`config.mk`:
```
export PLATFORM = sky130hd
export DESIGN_NAME = pll_seq_ctrl
export DESIGN_NICKNAME = d
export VERILOG_FILES = /design/src/rtl/pll_seq_pkg.sv /design/src/rtl/pll_seq_timer.sv /design/src/rtl/pll_seq_cfg.sv /design/src/rtl/pll_seq_fsm.sv /design/src/rtl/pll_seq_ctrl.sv
export SDC_FILE = /design/constraint.sdc
export NUM_CORES = 1
export LEC_CHECK = 0
export BUFFER_PORTS_ARGS = -buffer_cell sky130_fd_sc_hd__buf_2
export CORE_MARGIN = 4
export CORE_UTILIZATION = 57
export CTS_BUF_LIST = sky130_fd_sc_hd__clkbuf_8
export CTS_CLUSTER_SIZE = 10
export DETAILED_ROUTE_END_ITERATION = 6
export GPL_TIMING_DRIVEN = 1
export PLACE_DENSITY = 0.89
export SLEW_MARGIN = 10
export SYNTH_ARGS = -nofsm -noshare
export SYNTH_HDL_FRONTEND = slang
export SYNTH_SLANG_ARGS = --single-unit
export TNS_END_PERCENT = 1
```
`constraint.sdc`:
```
create_clock -name clk_in -period 2.7 [get_ports clk_in]
set_input_delay 0.54 -clock clk_in [delete_from_list [all_inputs] [get_ports clk_in]]
set_output_delay 0.54 -clock clk_in [all_outputs]
set_load 0.005 [all_outputs]
```
`src/rtl/pll_seq_pkg.sv`:
```
package pll_seq_pkg;

  typedef enum logic [2:0] {
    ST_POWERUP = 3'd0,
    ST_IDLE    = 3'd1,
    ST_SWITCH  = 3'd2,
    ST_RESET   = 3'd3,
    ST_LOCK    = 3'd4,
    ST_PLL     = 3'd5
  } seq_state_t;

  // ceil(duration / period), never below one cycle
  function automatic int unsigned ps_to_cycles(input longint unsigned dur_ps,
                                               input longint unsigned per_ps);
    longint unsigned q;
    q = (dur_ps + per_ps - 64'd1) / per_ps;
    if (q == 64'd0) q = 64'd1;
    return 32'(q);
  endfunction

  function automatic int unsigned max3(input int unsigned a, input int unsigned b,
                                       input int unsigned c);
    int unsigned m;
    m = (a > b) ? a : b;
    return (m > c) ? m : c;
  endfunction

  function automatic int unsigned cnt_width(input int unsigned maxv);
    int unsigned w;
    w = 32'($clog2(longint'(maxv) + 1));
    return (w < 1) ? 1 : w;
  endfunction

endpackage

```
`src/rtl/pll_seq_timer.sv`:
```
module pll_seq_timer #(
  parameter int unsigned CNT_W   = 16,
  parameter int unsigned INIT_VAL = 0
) (
  input  logic             clk,
  input  logic             rst_n,
  input  logic             load,
  input  logic [CNT_W-1:0] load_val,
  output logic             zero
);

  logic [CNT_W-1:0] cnt_q;

  always_ff @(posedge clk or negedge rst_n) begin
    if (!rst_n)             cnt_q <= CNT_W'(INIT_VAL);
    else if (load)          cnt_q <= load_val;
    else if (cnt_q != '0)   cnt_q <= cnt_q - 1'b1;
  end

  assign zero = (cnt_q == '0);


  timer_park_chk: assert property (@(posedge clk) disable iff (!rst_n)
    (zero && !load) |=> zero);

endmodule

```
`src/rtl/pll_seq_cfg.sv`:
```
module pll_seq_cfg #(
  parameter int unsigned PREDIV_W    = 6,
  parameter int unsigned MULT_W      = 8,
  parameter int unsigned PREDIV_INIT = 1,
  parameter int unsigned MULT_INIT   = 10
) (
  input  logic                clk,
  input  logic                rst_n,
  input  logic                wr_ok,
  input  logic                prediv_wr,
  input  logic [PREDIV_W-1:0] prediv_wdata,
  input  logic                mult_wr,
  input  logic [MULT_W-1:0]   mult_wdata,
  output logic [PREDIV_W-1:0] prediv_q,
  output logic [MULT_W-1:0]   mult_q
);

  logic take_prediv, take_mult;
  assign take_prediv = wr_ok && prediv_wr;
  assign take_mult   = wr_ok && mult_wr;

  always_ff @(posedge clk or negedge rst_n) begin
    if (!rst_n) begin
      prediv_q <= PREDIV_W'(PREDIV_INIT);
      mult_q   <= MULT_W'(MULT_INIT);
    end else begin
      if (take_prediv) prediv_q <= prediv_wdata;
      if (take_mult)   mult_q   <= mult_wdata;
    end
  end


  cfg_frozen_chk: assert property (@(posedge clk) disable iff (!rst_n)
    !wr_ok |=> ($stable(prediv_q) && $stable(mult_q)));

endmodule

```
`src/rtl/pll_seq_fsm.sv`:
```
module pll_seq_fsm import pll_seq_pkg::*; #(
  parameter int unsigned STAB_CYC = 20000,
  parameter int unsigned RST_CYC  = 200,
  parameter int unsigned LOCK_CYC = 2000,
  parameter int unsigned CNT_W    = 15
) (
  input  logic             clk,
  input  logic             rst_n,
  input  logic             reconfig_req,
  input  logic             tmr_zero,
  output logic             tmr_load,
  output logic [CNT_W-1:0] tmr_load_val,
  output logic             cfg_wr_ok,
  output logic             pll_reset,
  output logic             pll_enable,
  output logic             host_hold,
  output logic             done_irq
);

  seq_state_t state_q, state_d;
  logic       enter_pll, enter_idle;

  // cycles spent in a state, minus one, as loaded into the timer
  function automatic logic [CNT_W-1:0] dwell_of(input seq_state_t s);
    case (s)
      ST_POWERUP: return CNT_W'(STAB_CYC - 1);
      ST_RESET:   return CNT_W'(RST_CYC - 1);
      ST_LOCK:    return CNT_W'(LOCK_CYC - 1);
      default:    return '0;
    endcase
  endfunction

  function automatic logic holds_host(input seq_state_t s);
    return (s == ST_POWERUP) || (s == ST_SWITCH) || (s == ST_RESET) || (s == ST_LOCK);
  endfunction

  always_comb begin
    state_d = state_q;
    case (state_q)
      ST_POWERUP: if (tmr_zero)     state_d = ST_IDLE;
      ST_IDLE:    if (reconfig_req) state_d = ST_RESET;
      ST_RESET:   if (tmr_zero)     state_d = ST_LOCK;
      ST_LOCK:    if (tmr_zero)     state_d = ST_PLL;
      ST_PLL:     if (reconfig_req) state_d = ST_SWITCH;
      ST_SWITCH:                    state_d = ST_RESET;
      default:                      state_d = ST_POWERUP;
    endcase
  end

  assign tmr_load     = (state_d != state_q);
  assign tmr_load_val = dwell_of(state_d);
  assign enter_pll    = tmr_load && (state_d == ST_PLL);
  assign enter_idle   = tmr_load && (state_d == ST_IDLE);
  assign cfg_wr_ok    = (state_q == ST_POWERUP) || (state_q == ST_IDLE) ||
                        (state_q == ST_SWITCH)  || (state_q == ST_RESET);

  always_ff @(posedge clk or negedge rst_n) begin
    if (!rst_n) begin
      state_q    <= ST_POWERUP;
      pll_reset  <= 1'b0;
      pll_enable <= 1'b0;
      host_hold  <= 1'b1;
      done_irq   <= 1'b0;
    end else begin
      state_q    <= state_d;
      pll_reset  <= (state_d == ST_RESET);
      pll_enable <= (state_d == ST_PLL);
      host_hold  <= holds_host(state_d);
      done_irq   <= enter_pll || enter_idle;
    end
  end


  excl_mode_chk: assert property (@(posedge clk) disable iff (!rst_n)
    !(pll_reset && pll_enable));


  lock_gap_chk: assert property (@(posedge clk) disable iff (!rst_n)
    $rose(pll_enable) |-> ($past(!pll_reset) && $past(host_hold)));


  done_pulse_chk: assert property (@(posedge clk) disable iff (!rst_n)
    done_irq |=> !done_irq);


  hold_done_chk: assert property (@(posedge clk) disable iff (!rst_n)
    $fell(host_hold) |-> done_irq);


  done_free_chk: assert property (@(posedge clk) disable iff (!rst_n)
    done_irq |-> !host_hold);


  reset_span_chk: assert property (@(posedge clk) disable iff (!rst_n)
    (pll_reset && !tmr_zero) |=> pll_reset);


  switch_order_chk: assert property (@(posedge clk) disable iff (!rst_n)
    $fell(pll_enable) |-> (!pll_reset && host_hold));


  switch_next_chk: assert property (@(posedge clk) disable iff (!rst_n)
    $fell(pll_enable) |=> pll_reset);


  lock_steady_chk: assert property (@(posedge clk) disable iff (!rst_n)
    (state_q == ST_LOCK && !tmr_zero) |=> (state_q == ST_LOCK));

endmodule

```
`src/rtl/pll_seq_ctrl.sv`:
```
module pll_seq_ctrl import pll_seq_pkg::*; #(
  parameter int unsigned CLK_PERIOD_PS = 5000,
  parameter int unsigned STAB_TIME_NS  = 100000,
  parameter int unsigned RESET_TIME_NS = 1000,
  parameter int unsigned LOCK_PERIODS  = 2000,
  parameter int unsigned PREDIV_W      = 6,
  parameter int unsigned MULT_W        = 8,
  parameter int unsigned PREDIV_INIT   = 1,
  parameter int unsigned MULT_INIT     = 10
) (
  input  logic                clk_in,
  input  logic                rst_n,
  input  logic                reconfig_req,
  input  logic                prediv_wr,
  input  logic [PREDIV_W-1:0] prediv_wdata,
  input  logic                mult_wr,
  input  logic [MULT_W-1:0]   mult_wdata,
  output logic                pll_reset,
  output logic                pll_enable,
  output logic [PREDIV_W-1:0] prediv_out,
  output logic [MULT_W-1:0]   mult_out,
  output logic                host_hold,
  output logic                done_irq
);

  localparam int unsigned STAB_CYC = ps_to_cycles(longint'(STAB_TIME_NS) * 1000, CLK_PERIOD_PS);
  localparam int unsigned RST_CYC  = ps_to_cycles(longint'(RESET_TIME_NS) * 1000, CLK_PERIOD_PS);
  localparam int unsigned LOCK_CYC = (LOCK_PERIODS < 1) ? 1 : LOCK_PERIODS;
  localparam int unsigned CNT_W    = cnt_width(max3(STAB_CYC, RST_CYC, LOCK_CYC));

  logic             tmr_zero;
  logic             tmr_load;
  logic [CNT_W-1:0] tmr_load_val;
  logic             cfg_wr_ok;

  pll_seq_timer #(
    .CNT_W    (CNT_W),
    .INIT_VAL (STAB_CYC - 1)
  ) u_timer (
    .clk      (clk_in),
    .rst_n    (rst_n),
    .load     (tmr_load),
    .load_val (tmr_load_val),
    .zero     (tmr_zero)
  );

  pll_seq_fsm #(
    .STAB_CYC (STAB_CYC),
    .RST_CYC  (RST_CYC),
    .LOCK_CYC (LOCK_CYC),
    .CNT_W    (CNT_W)
  ) u_fsm (
    .clk          (clk_in),
    .rst_n        (rst_n),
    .reconfig_req (reconfig_req),
    .tmr_zero     (tmr_zero),
    .tmr_load     (tmr_load),
    .tmr_load_val (tmr_load_val),
    .cfg_wr_ok    (cfg_wr_ok),
    .pll_reset    (pll_reset),
    .pll_enable   (pll_enable),
    .host_hold    (host_hold),
    .done_irq     (done_irq)
  );

  pll_seq_cfg #(
    .PREDIV_W    (PREDIV_W),
    .MULT_W      (MULT_W),
    .PREDIV_INIT (PREDIV_INIT),
    .MULT_INIT   (MULT_INIT)
  ) u_cfg (
    .clk          (clk_in),
    .rst_n        (rst_n),
    .wr_ok        (cfg_wr_ok),
    .prediv_wr    (prediv_wr),
    .prediv_wdata (prediv_wdata),
    .mult_wr      (mult_wr),
    .mult_wdata   (mult_wdata),
    .prediv_q     (prediv_out),
    .mult_q       (mult_out)
  );

endmodule

```
---- Word-level counts from Yosys, hierarchy flattened ----
Cells that the tools add are included.
word-level totals
  input bits .............................. 19
  register bits ........................... 36
operators by class
  $add $sub $neg .......................... 1
  reductions and logical operators ........ 16
  eq/ne operators ......................... 11
  muxes and demuxes ....................... 9
operator list
  cell                                                                  count
  15-bit one-hot mux with 3 select lines                                1
  15-bit 2-to-1 mux                                                     2
  3-bit one-hot mux with 6 select lines                                 1
  15-bit logical NOT                                                    1
  3-bit 2-to-1 mux                                                      5
  15-bit nonzero test                                                   1
  15-bit by 1-bit subtractor with 15-bit output, second input constant  1
  3-bit by 2-bit == test with 1-bit output, second input constant       4
  3-bit == test, second input constant                                  4
  1-bit logical OR                                                      7
  3-bit by 1-bit == test with 1-bit output, second input constant       2
  3-bit logical NOT                                                     2
  1-bit logical AND                                                     4
  3-bit != test                                                         1
  2-bit nonzero test                                                    1

---- Logic depth before layout (Yosys ltp) ----
Gate-level depths: netlist of the first run.
  word-level depth ........................ 7
  mapped depth ............................ 8

---- Modules after synthesis ----
Synthesis of the first run repeated with hierarchy kept, for this count alone.
unflattened totals
  cells, all modules ...................... 160
  area total of the unflattened synthesis .. 1843.0 um^2
modules (own cells, without submodules)
  module         times used  sequential area each (um^2)  area an instance (um^2)  cells each
  pll_seq_timer  1           386.6                        840.8                    79
  pll_seq_cfg    1           354.1                        521.8                    30
  pll_seq_fsm    1           176.4                        480.5                    51

---- Worst setup path after synthesis of the first run ----
Ideal clock, no wire load.
  kind .................................... reg2reg
  start point ............................. register u_timer.cnt_q[0]
  end point ............................... register u_timer.cnt_q[5]
  stages on the path, launching flop included .. 8
  arrival ................................. 1.866 ns
  buffers on the path ..................... 1
  slack ................................... 0.747 ns
  setup time .............................. 0.087 ns
  cell sequence ........................... dfstp_2 -> inv_1 -> ha_1 -> nor3b_2 -> and4_1 -> buf_6 -> or4_1 -> a22oi_1
on the way
  cells in the longest elaborated chain, start to end .. 5
  elaborated cells between the ends (all ways) .. 11
  classes of those cells .................. add/sub (1); eq/ne (1); mux (6); reduce/logical (3)
ends and longest elaborated chain
  what                                                                                                   RTL line             RTL
  start, declared                                                                                        pll_seq_timer.sv:12  logic [CNT_W-1:0] cnt_q;
  start signal, assigned                                                                                 pll_seq_timer.sv:15  if (!rst_n) cnt_q <= CNT_W'(INIT_VAL);
  start signal, assigned                                                                                 pll_seq_timer.sv:16  else if (load) cnt_q <= load_val;
  start signal, assigned                                                                                 pll_seq_timer.sv:17  else if (cnt_q != '0) cnt_q <= cnt_q - 1'b1;
  parallel branches: the longest is 5 deep, another holds 15-bit by 1-bit subtractor with 15-bit output  --
Several ways; the timed one is not identified. The select of a mux whose other input is x is not followed.
A chain may end at the register's enable or synchronous reset.

---- Worst setup path after layout of the first run ----
Ends and elaborated chain as after synthesis.

==> impl_results.md, run 1 <==
* Tmin final at 2260 ps
* Antenna cells at 0
* Post-synth EDFFs at 0
* Primary FF master, synth: dfrtp_1
* Final core utilization at 69.6%
* Seq cells post-synth at 36
* CTS tree: done
* Post-CTS sizing at 0
* Status: finished clean
* Avg Vias per Cell at 6.11
* Top-count cell post-synth: dfrtp_1
* Clock slew at reported path FFs at 70 ps
* Total Routing Usage GR at 21.4%
* Rows at 20
* # hold bufs at CTS at 0
* DR vias at 1,607
* Iteration-0 DRC Markers at 147
* Tcrit/Tclk final at 83.8%
* Crit path kind: flip-flop to flip-flop
* Fmax at 442 MHz
* Setup bufs post-CTS at 0
* Net Count, Synth at 205
* First-pass GRT wire length at 7.13 mm
* CORE AREA at 0.00315 mm2
* Number of global-route vias before repair at 1,580
* DR DRC count at 0
* Hold WC Path Type: input pin to async pin
* Grt ovf at 0
* Async SR Flop Fraction at 100%
* Worst-Margin Slew at 753 ps
* Die H at 66.3 um
* Die width at 66.3 um
* CTS Buf Count at 5
* Largest net degree at the start of global routing at 37
* Syn. warnings at 0
* Area growth, synth to finish at 13.2%
* Most common library cells after synthesis: dfrtp_1 (23), mux2_2 (14), dfstp_2 (13)
* Leakage at 0.954 nW
* Top-area cell type share of the netlist area at 29.7%
* Maximum vdd drop at 0.000197 V
* Latest clock arrival within the worst-skew pair at 290 ps
* Crit-path max FO at 15
* Max-cap violations at 0
* TNS Setup at 0 ps
* Post-synthesis sequential area ratio at 47.3%
* Distinct cell type count after synthesis at 49
* H-tree depth at 2
* Slew HR at 49.8%
* CTS root buf: clkbuf_8
* Hpwl dp at 3.00 mm
* Die area at 0.00440 mm2
* Synthesized area at 0.00194 mm2
* RSZ-0062 raised after global routing: no
* Slew Limit Fails at 0
* Pwr per Cell Area at 468 mW/mm2
* Cell count after synthesis at 185
* CTS max path bufs at 2
* Critical Path AT at 2470 ps
* Final setup fails at 0
* Top cells by area, synth: dfrtp_1 (30%), dfstp_2 (18%), mux2_2 (8.1%), nor3_1 (3.1%), a21oi_1 (2.6%)
* Drt pass-1 iters at 4
* I/O pins at 37
* Initial antenna violation count at 0
* Flop-to-flop setup slack at 440 ps
* CP Capture Type: flip-flop
* CP Launch Type: flip-flop
* Initial core utilization at 61.5%
* Fraction of layout instances using a drive strength above 1 at 35.2%
* PortBufs at 36
* Clock Skew at 5.84 ps
* Routed WL at 4.18 mm
* Post-synth top area cell: dfrtp_1
* Hold Fails Final Rpt at 0
* WL/cell at 15.9 um
* Layout Nets at 238
* Syn_area_per_cell at 10.5 um2
* Clk sinks at 36
* Critical Path RT at 2910 ps
* DRT antenna net count at 0
* Routability-driven placement congestion ratio at 0.827
==> worst paths after layout <==
kind	to	start	cells past startpoint
worst max-delay path	u_timer.cnt_q[5]	u_timer.cnt_q[0]	7
worst min-delay path	u_cfg.prediv_q[1]	rst_n	1
min in group clk_in	u_cfg.mult_q[3]	mult_wdata[3]	2
worst max register to register	u_timer.cnt_q[5]	u_timer.cnt_q[0]	7
worst min register to register	u_cfg.prediv_q[2]	u_cfg.prediv_q[2]	1
max in group asynchronous	u_cfg.mult_q[5]	rst_n	1
==> through the flow <==
stage          instances  worst slack, ps  hold WS [ps]  cell area (um2)  total power (W)
5_1_grt              263              314           382             2190          0.00107
3_3_place_gp         255              526           483             2100         0.000657
4_1_cts              263              454           336             2190          0.00104
6_report             263              439           319             2190          0.00103
2_1_floorplan        185              747           244             1940         0.000613
3_5_place_dp         255              481           492             2100         0.000661
==> final cells by class <==
cell class              instances  area (um2)
flip-flops and latches         36         917
clock buffers                   6        82.6
multi-input cells             130         911
well taps                      44        55.1
clock inverters                 2        7.51
repair buffers                 38         195
inverters                       7        26.3
fillers                       237         958
==> per-layer routing <==
layer	up-vias	wire length [um]	track usage [%]	share of wire (%)
li1	761	-	-	-
met1	772	1810	26.6	43
met2	64	1970	34.4	47
met3	10	330	6.97	7.9
met4	0	69	7.87	1.7
met5	-	0	1.39	0
==> sequential cells by signal, indices dropped and copies added (netlist names) <==
signal and count:
u_fsm.host_hold 1, u_fsm.state_q 3, u_fsm.done_irq 1, u_fsm.pll_reset 1, u_fsm.pll_enable 1, u_timer.cnt_q 15
u_cfg.prediv_q 6, u_cfg.mult_q 8
==> power by group <==
part / internal (W) / switching [W]
Combinational: 0.0000424 / 0.0000332
Sequential: 0.000564 / 0.00000921
Clock: 0.000200 / 0.000177
==> cell families (layout without fill, tap and decap cells) <==
kind of cell | Yosys count | in the layout | share of synthesized area (%)
flops | 36 | 36 | 47.3
fa+ha+maj | 1 | 1 | 0.645
xor+xnor | 5 | 5 | 2.26
simple gates | 61 | 61 | 17.9
mux | 15 | 15 | 8.65
buf+inv | 19 | 53 | 5.74
compound gates | 48 | 48 | 17.5
==> layout by cell type (no fill, tap or decap), types with 2 or more instances in the layout <==
cell / count
buf_2: 36
dfrtp_1: 23
mux2_2: 14
dfstp_2: 13
nor3_1: 12
nor2_1: 11
a21oi_1: 10
inv_1: 9
nand2_1: 8
o21ai_0: 6
clkbuf_8: 6
o22a_1: 5
a211oi_1: 5
or4_1: 5
nand2b_1: 4
nor2b_1: 4
xnor2_1: 4
o31ai_1: 4
nor4_1: 3
or3_1: 3
nand4_1: 2
nand3_1: 2
o21ai_1: 2
a22oi_1: 2
a31oi_1: 2
a311oi_1: 2
o211ai_1: 2
buf_4: 2
==> worst max-delay path: stages, from the launching register on <==
cell	delay (ps)
dfstp_2	570
inv_1	60
ha_1	220
nor3b_2	160
buf_4	160
and4_1	320
or4_1	540
a22oi_1	160
No activity file was read; power rests on OpenSTA's default activity.
==> inputs of run 2 (changes only) <==
Clock period 2.7 ns to 2.25 ns, I/O delays scaled along.
==> run 2 against run 1 <==
Effect of this change: maximum frequency grew 7.0%; via count is 5.6% higher; critical path depth down 1; worst setup slack worse by 300 ps; sequential power increased by 20%; sequential share of layout area decreased by 0.73 points; first-iteration DRC count grew 52%; global-route usage rose by 1.5 points; critical path type unchanged; critical endpoint unchanged; largest cell class unchanged; largest power group unchanged.
==> impl_results.md, run 2 (same netlist as run 1, synthesis figures left out) <==
* Number of flip-flops in the largest register at 15 (unchanged)
* Die area at 0.00440 mm2 (unchanged)
* Hpwl dp at 3.23 mm (was 3.00 mm)
* Layout Nets at 241 (was 238)
* WL/cell at 17.0 um (was 15.9 um)
* Max-cap violations at 0 (unchanged)
* Worst setup endpoint: u_timer.cnt_q[5] (unchanged)
* Die H at 66.3 um (unchanged)
* Post-route non-filler standard cell count at 266 (was 263)
* R2R Path Start: u_timer.cnt_q[0] (unchanged)
* Antenna cells at 0 (unchanged)
* CP Capture Type: flip-flop (unchanged)
* PortBufs at 36 (unchanged)
* Die width at 66.3 um (unchanged)
* Reg2reg end: u_timer.cnt_q[5] (unchanged)
* Tmin final at 2110 ps (was 2260 ps)
* Area growth, synth to finish at 15.2% (was 13.2%)
* CTS Buf Count at 5 (unchanged)
* Tcrit/Tclk final at 94.0% (was 83.8%)
* Grt ovf at 0 (unchanged)
* Most common cell after layout, fill and taps aside: buf_2 (unchanged)
* Worst-Margin Slew at 746 ps (was 753 ps)
* Crit path kind: flip-flop to flip-flop (unchanged)
* Top reg by flops: u_timer.cnt_q (unchanged)
* Iteration-0 DRC Markers at 223 (was 147)
* Final setup fails at 0 (unchanged)
* Maximum vdd drop at 0.000340 V (was 0.000197 V)
* TNS Setup at 0 ps (unchanged)
* Fraction of layout instances using a drive strength above 1 at 37.4% (was 35.2%)
* Largest registers: u_timer.cnt_q: 15 flops, u_cfg.mult_q: 8 flops, u_cfg.prediv_q: 6 flops (unchanged)
* Net Sw Frac at 21.3% (was 21.4%)
* Clock Skew at 5.35 ps (was 5.84 ps)
* Drt pass-1 iters at 4 (unchanged)
* Initial core utilization at 61.5% (unchanged)
* Clk sinks at 36 (unchanged)
* Flop pwr share at 55.7% (was 55.9%)
* Status: finished clean (unchanged)
* Final core utilization at 70.8% (was 69.6%)
* DRT antenna net count at 0 (unchanged)
* Rows at 20 (unchanged)
* Avg Vias per Cell at 6.38 (was 6.11)
* Switching power at 0.000264 W (was 0.000220 W)
* CTS tree: done (unchanged)
* CORE AREA at 0.00315 mm2 (unchanged)
* Hold Fails Final Rpt at 0 (unchanged)
* Routability-driven placement congestion ratio at 0.858 (was 0.827)
* Routed WL at 4.53 mm (was 4.18 mm)
* RSZ-0062 raised after global routing: no (unchanged)
* Comb power frac at 7.5% (was 7.4%)
* Latest clock arrival within the worst-skew pair at 290 ps (about the same)
* CTS root buf: clkbuf_8 (unchanged)
* Initial antenna violation count at 0 (unchanged)
* Flop-to-flop setup slack at 140 ps (was 440 ps)
* Clock group share of total power at 36.7% (was 36.8%)
* Crit-path max FO at 15 (unchanged)
* Place WS at 155 ps (was 481 ps)
* Worst reg-to-reg path cell count at 6 (was 7)
* Total Routing Usage GR at 22.9% (was 21.4%)
* Critical Path RT at 2450 ps (was 2910 ps)
* Slew HR at 50.2% (was 49.8%)
* Setup bufs post-CTS at 0 (unchanged)
* Hold WC Path Type: input pin to async pin (unchanged)
* First-pass GRT wire length at 7.55 mm (was 7.13 mm)
* CTS max path bufs at 2 (unchanged)
* Critical Path AT at 2310 ps (was 2470 ps)
* Int Power at 0.000973 W (was 0.000807 W)
* CP Launch Type: flip-flop (unchanged)
* Slew Limit Fails at 0 (unchanged)
* H-tree depth at 2 (unchanged)
* DR vias at 1,697 (was 1,607)
* Commonest non-fill, non-tap cells in the layout: buf_2 (36), dfrtp_1 (23), mux2_2 (14) (unchanged)
* Largest net degree at the start of global routing at 37 (unchanged)
* Number of global-route vias before repair at 1,595 (was 1,580)
* Leakage at 0.972 nW (was 0.954 nW)
* Fmax at 473 MHz (was 442 MHz)
* Crit path from: u_timer.cnt_q[0] (unchanged)
* Pwr per Cell Area at 554 mW/mm2 (was 468 mW/mm2)
* Clock slew at reported path FFs at 70 ps (about the same)
* I/O pins at 37 (unchanged)
* Final worst slack at 136 ps (was 439 ps)
* DR DRC count at 0 (unchanged)
* Cells after DPL at 258 (was 255)
[run 2: cell count changes in the layout (fill, tap and decap cells not counted)]
cell,change
inv_1,-2
buf_12,+1
clkinv_2,+2
and4_1,-1
and4_2,+1
buf_4,+2
[run 2: layout make-up]
cell class                      count  area [um2]
Clock buffer                        6        82.6
Clock inverter                      2        10.0
Fill cell                         218         920
Inverter                            7        26.3
Multi-Input combinational cell    130         912
Sequential cell                    36         917
Tap cell                           44        55.1
Timing Repair Buffer               41         230
[run 2: power by group through the flow]
stage                     logic [W]  clock network [W]  registers (W)
after floorplan           0.0000326                  0       0.000703
after global placement    0.0000921                  0       0.000698
after detailed placement  0.0000961                  0       0.000700
after CTS                 0.0000958           0.000463       0.000689
after global routing       0.000103           0.000498       0.000691
final                     0.0000934           0.000454       0.000689
[run 2: stage by stage]
step	cell area [um2]	total power [W]	hold slack, ps
final	2230	0.00124	227
after global routing	2230	0.00129	278
after CTS	2230	0.00125	247
after detailed placement	2140	0.000796	491
after global placement	2140	0.000790	483
after floorplan	1940	0.000735	154
[run 2: worst max-delay path, stage by stage, from the launching register on]
cell and delay [ps]:
dfstp_2 570, inv_1 70, ha_1 220, nor3b_2 200
and4_2 300, or4_1 490, a22oi_1 180
[run 2: worst min-delay path by stage]
stage / startpoint / endpoint / depth (start not counted)
6_report: rst_n / u_cfg.mult_q[0] / 1
5_1_grt: rst_n / u_cfg.prediv_q[5] / 1
4_1_cts: rst_n / u_cfg.mult_q[0] / 1
3_5_place_dp: u_cfg.prediv_q[5] / u_cfg.prediv_q[5] / 1
3_3_place_gp: u_cfg.prediv_q[2] / u_cfg.prediv_q[2] / 1
2_1_floorplan: rst_n / u_cfg.mult_q[0] / 0
[run 2: what timing repair did]
item | in CTS | in global routing
hold buffers | 0 | 0
resized for setup | 0 | 1
endpoints found under the setup margin | 0 | 2
[run 2: routing by layer]
metal	vias to the layer above	part of all wire, %	GRT usage [%]
met2	99	49	35.4
met3	10	9.0	7.14
met1	821	40	29.5
met4	0	1.6	9.64
li1	767	-	-
met5	-	0	0
==> inputs of run 3 (changes only) <==
Settings changed: CTS_BUF_LIST sky130_fd_sc_hd__clkbuf_8 to sky130_fd_sc_hd__clkbuf_4.
==> run 3 against run 2 <==
Effect of this change: global-route usage is 0.82 points lower; routed wire length is 3.4% lower; clock skew hardly changed; largest power group unchanged; worst setup slack better by 45 ps.
==> impl_results.md, run 3 (same netlist as run 1, synthesis figures left out) <==
* Top reg by flops: u_timer.cnt_q (unchanged)
* DR vias at 1,656 (was 1,697)
* CORE AREA at 0.00315 mm2 (unchanged)
* Number of flip-flops in the largest register at 15 (unchanged)
* Fill cells at 223 (was 218)
* Final setup fails at 0 (unchanged)
* Slew Limit Fails at 0 (unchanged)
* Hold WC Path Type: input pin to async pin (unchanged)
* Critical Path RT at 2520 ps (was 2450 ps)
* Crit path kind: flip-flop to flip-flop (unchanged)
* Clock Skew at 5.47 ps (was 5.35 ps)
* Crit-path max FO at 15 (unchanged)
* Most common cell after layout, fill and taps aside: buf_2 (unchanged)
* Commonest non-fill, non-tap cells in the layout: buf_2 (36), dfrtp_1 (23), mux2_2 (14) (unchanged)
* CTS Buf Count at 5 (unchanged)
* First-pass GRT wire length at 7.30 mm (was 7.55 mm)
* RSZ-0062 raised after global routing: no (unchanged)
* Setup bufs post-CTS at 0 (unchanged)
* Reg area at 917 um2 (unchanged)
* TNS Setup at 0 ps (unchanged)
* Initial antenna violation count at 0 (unchanged)
* Critical Path AT at 2340 ps (was 2310 ps)
* Maximum vdd drop at 0.000353 V (was 0.000340 V)
* Area growth, synth to finish at 13.0% (was 15.2%)
* CTS tree: done (unchanged)
* Drt pass-1 iters at 5 (was 4)
* Die area at 0.00440 mm2 (unchanged)
* CP Launch Type: flip-flop (unchanged)
* Number of global-route vias before repair at 1,564 (was 1,595)
* DRT antenna net count at 0 (unchanged)
* H-tree depth at 2 (unchanged)
* Die width at 66.3 um (unchanged)
* Fraction of layout instances using a drive strength above 1 at 36.9% (was 37.4%)
* Area of the multi-input gates at 912 um2 (unchanged)
* Cells after DPL at 258 (unchanged)
* Routed WL at 4.38 mm (was 4.53 mm)
* Die H at 66.3 um (unchanged)
* Leakage at 0.954 nW (was 0.972 nW)
* DR DRC count at 0 (unchanged)
* Largest registers: u_timer.cnt_q: 15 flops, u_cfg.mult_q: 8 flops, u_cfg.prediv_q: 6 flops (unchanged)
* Tmin final at 2070 ps (was 2110 ps)
* CP Capture Type: flip-flop (unchanged)
* Hpwl dp at 3.23 mm (unchanged)
* Avg Vias per Cell at 6.23 (was 6.38)
* Status: finished clean (unchanged)
* PortBufs at 36 (unchanged)
* I/O pins at 37 (unchanged)
* Initial core utilization at 61.5% (unchanged)
* Total Routing Usage GR at 22.1% (was 22.9%)
* Slew HR at 49.5% (was 50.2%)
* Tot Pwr at 0.00110 W (was 0.00124 W)
* CTS root buf: clkbuf_4 (was clkbuf_8)
* Worst-Margin Slew at 758 ps (was 746 ps)
* Final core utilization at 69.5% (was 70.8%)
* Post-route non-filler standard cell count at 266 (unchanged)
* WL/cell at 16.5 um (was 17.0 um)
* Hold Fails Final Rpt at 0 (unchanged)
* Clk sinks at 36 (unchanged)
* Largest net degree at the start of global routing at 37 (unchanged)
* Grt ovf at 0 (unchanged)
* Routability-driven placement congestion ratio at 0.858 (unchanged)
* Fmax at 483 MHz (was 473 MHz)
* Layout Nets at 241 (unchanged)
* Tcrit/Tclk final at 92.0% (was 94.0%)
* Max-cap violations at 0 (unchanged)
* Clock slew at reported path FFs at 100 ps (was 70 ps)
* CTS max path bufs at 2 (unchanged)
* Iteration-0 DRC Markers at 162 (was 223)
* Latest clock arrival within the worst-skew pair at 350 ps (was 290 ps)
* Antenna cells at 0 (unchanged)
* Pwr per Cell Area at 502 mW/mm2 (was 554 mW/mm2)
* Rows at 20 (unchanged)
-- run 3: cell types whose count changed in the layout (fill, tap and decap cells not counted), sizes merged --
| cell | change |
|---|---|
| clkbuf | -1 |
| clkinv | +1 |
-- run 3: worst max-delay path, cell delays in order, from the launching register on --
cell and delay (ps):
dfstp_2 570, inv_1 60, ha_1 220, nor3b_2 200, and4_2 300, or4_1 490
a22oi_1 160
-- run 3: through the flow --
| stage | instance area [um2] | setup slack [ps] | hold slack (ps) |
|---|---|---|---|
| 2_1_floorplan | 1940 | 297 | 154 |
| 3_3_place_gp | 2140 | 183 | 483 |
| 3_5_place_dp | 2140 | 155 | 491 |
| 4_1_cts | 2190 | 134 | 179 |
| 5_1_grt | 2190 | 83.8 | 207 |
| 6_report | 2190 | 181 | 164 |
-- run 3: path summary, 6_finish.rpt --
| check | from | end | slack (ps) | cells past startpoint |
|---|---|---|---|---|
| worst max register to register | u_timer.cnt_q[0] | u_timer.cnt_q[5] | 180 | 6 |
| min in group clk_in | mult_wdata[0] | u_cfg.mult_q[0] | 320 | 2 |
| worst min-delay path | rst_n | u_cfg.mult_q[7] | 160 | 1 |
| worst max-delay path | u_timer.cnt_q[0] | u_timer.cnt_q[5] | 180 | 6 |
| max in group asynchronous | rst_n | u_cfg.prediv_q[3] | 1610 | 1 |
| worst min register to register | u_cfg.prediv_q[2] | u_cfg.prediv_q[2] | 510 | 1 |
-- run 3: cell type report --
| class | instances | area share [%] |
|---|---|---|
| sequential | 36 | 41.8 |
| multi-input combinational | 130 | 41.6 |
| timing repair buffer | 41 | 10.5 |
| tap | 44 | 2.51 |
| clock buffer | 5 | 1.71 |
| inverter | 7 | 1.20 |
| clock inverter | 3 | 0.628 |
-- run 3: layer usage --
metal  vias up  wire [um]  track usage (%)
met5         -          0                0
met4         0         95             8.12
met1       784       1790             28.2
met3        14        381             6.29
met2        86       2110             35.4
li1        772          -                -
-- run 3: repair_timing --
| action | CTS | global route |
|---|---|---|
| setup endpoints to repair | 0 | 1 |
| hold buffers | 0 | 0 |
| endpoints found under the hold margin | 0 | 0 |
| resized for setup | 0 | 1 |
-- run 3: power breakdown --
| group | leakage (nW) | internal, W | switching (W) |
|---|---|---|---|
| combinational | 0.510 | 0.0000520 | 0.0000413 |
| clock | 0.0324 | 0.000114 | 0.000204 |
| sequential | 0.411 | 0.000677 | 0.0000116 |
| total | 0.954 | 0.000843 | 0.000257 |
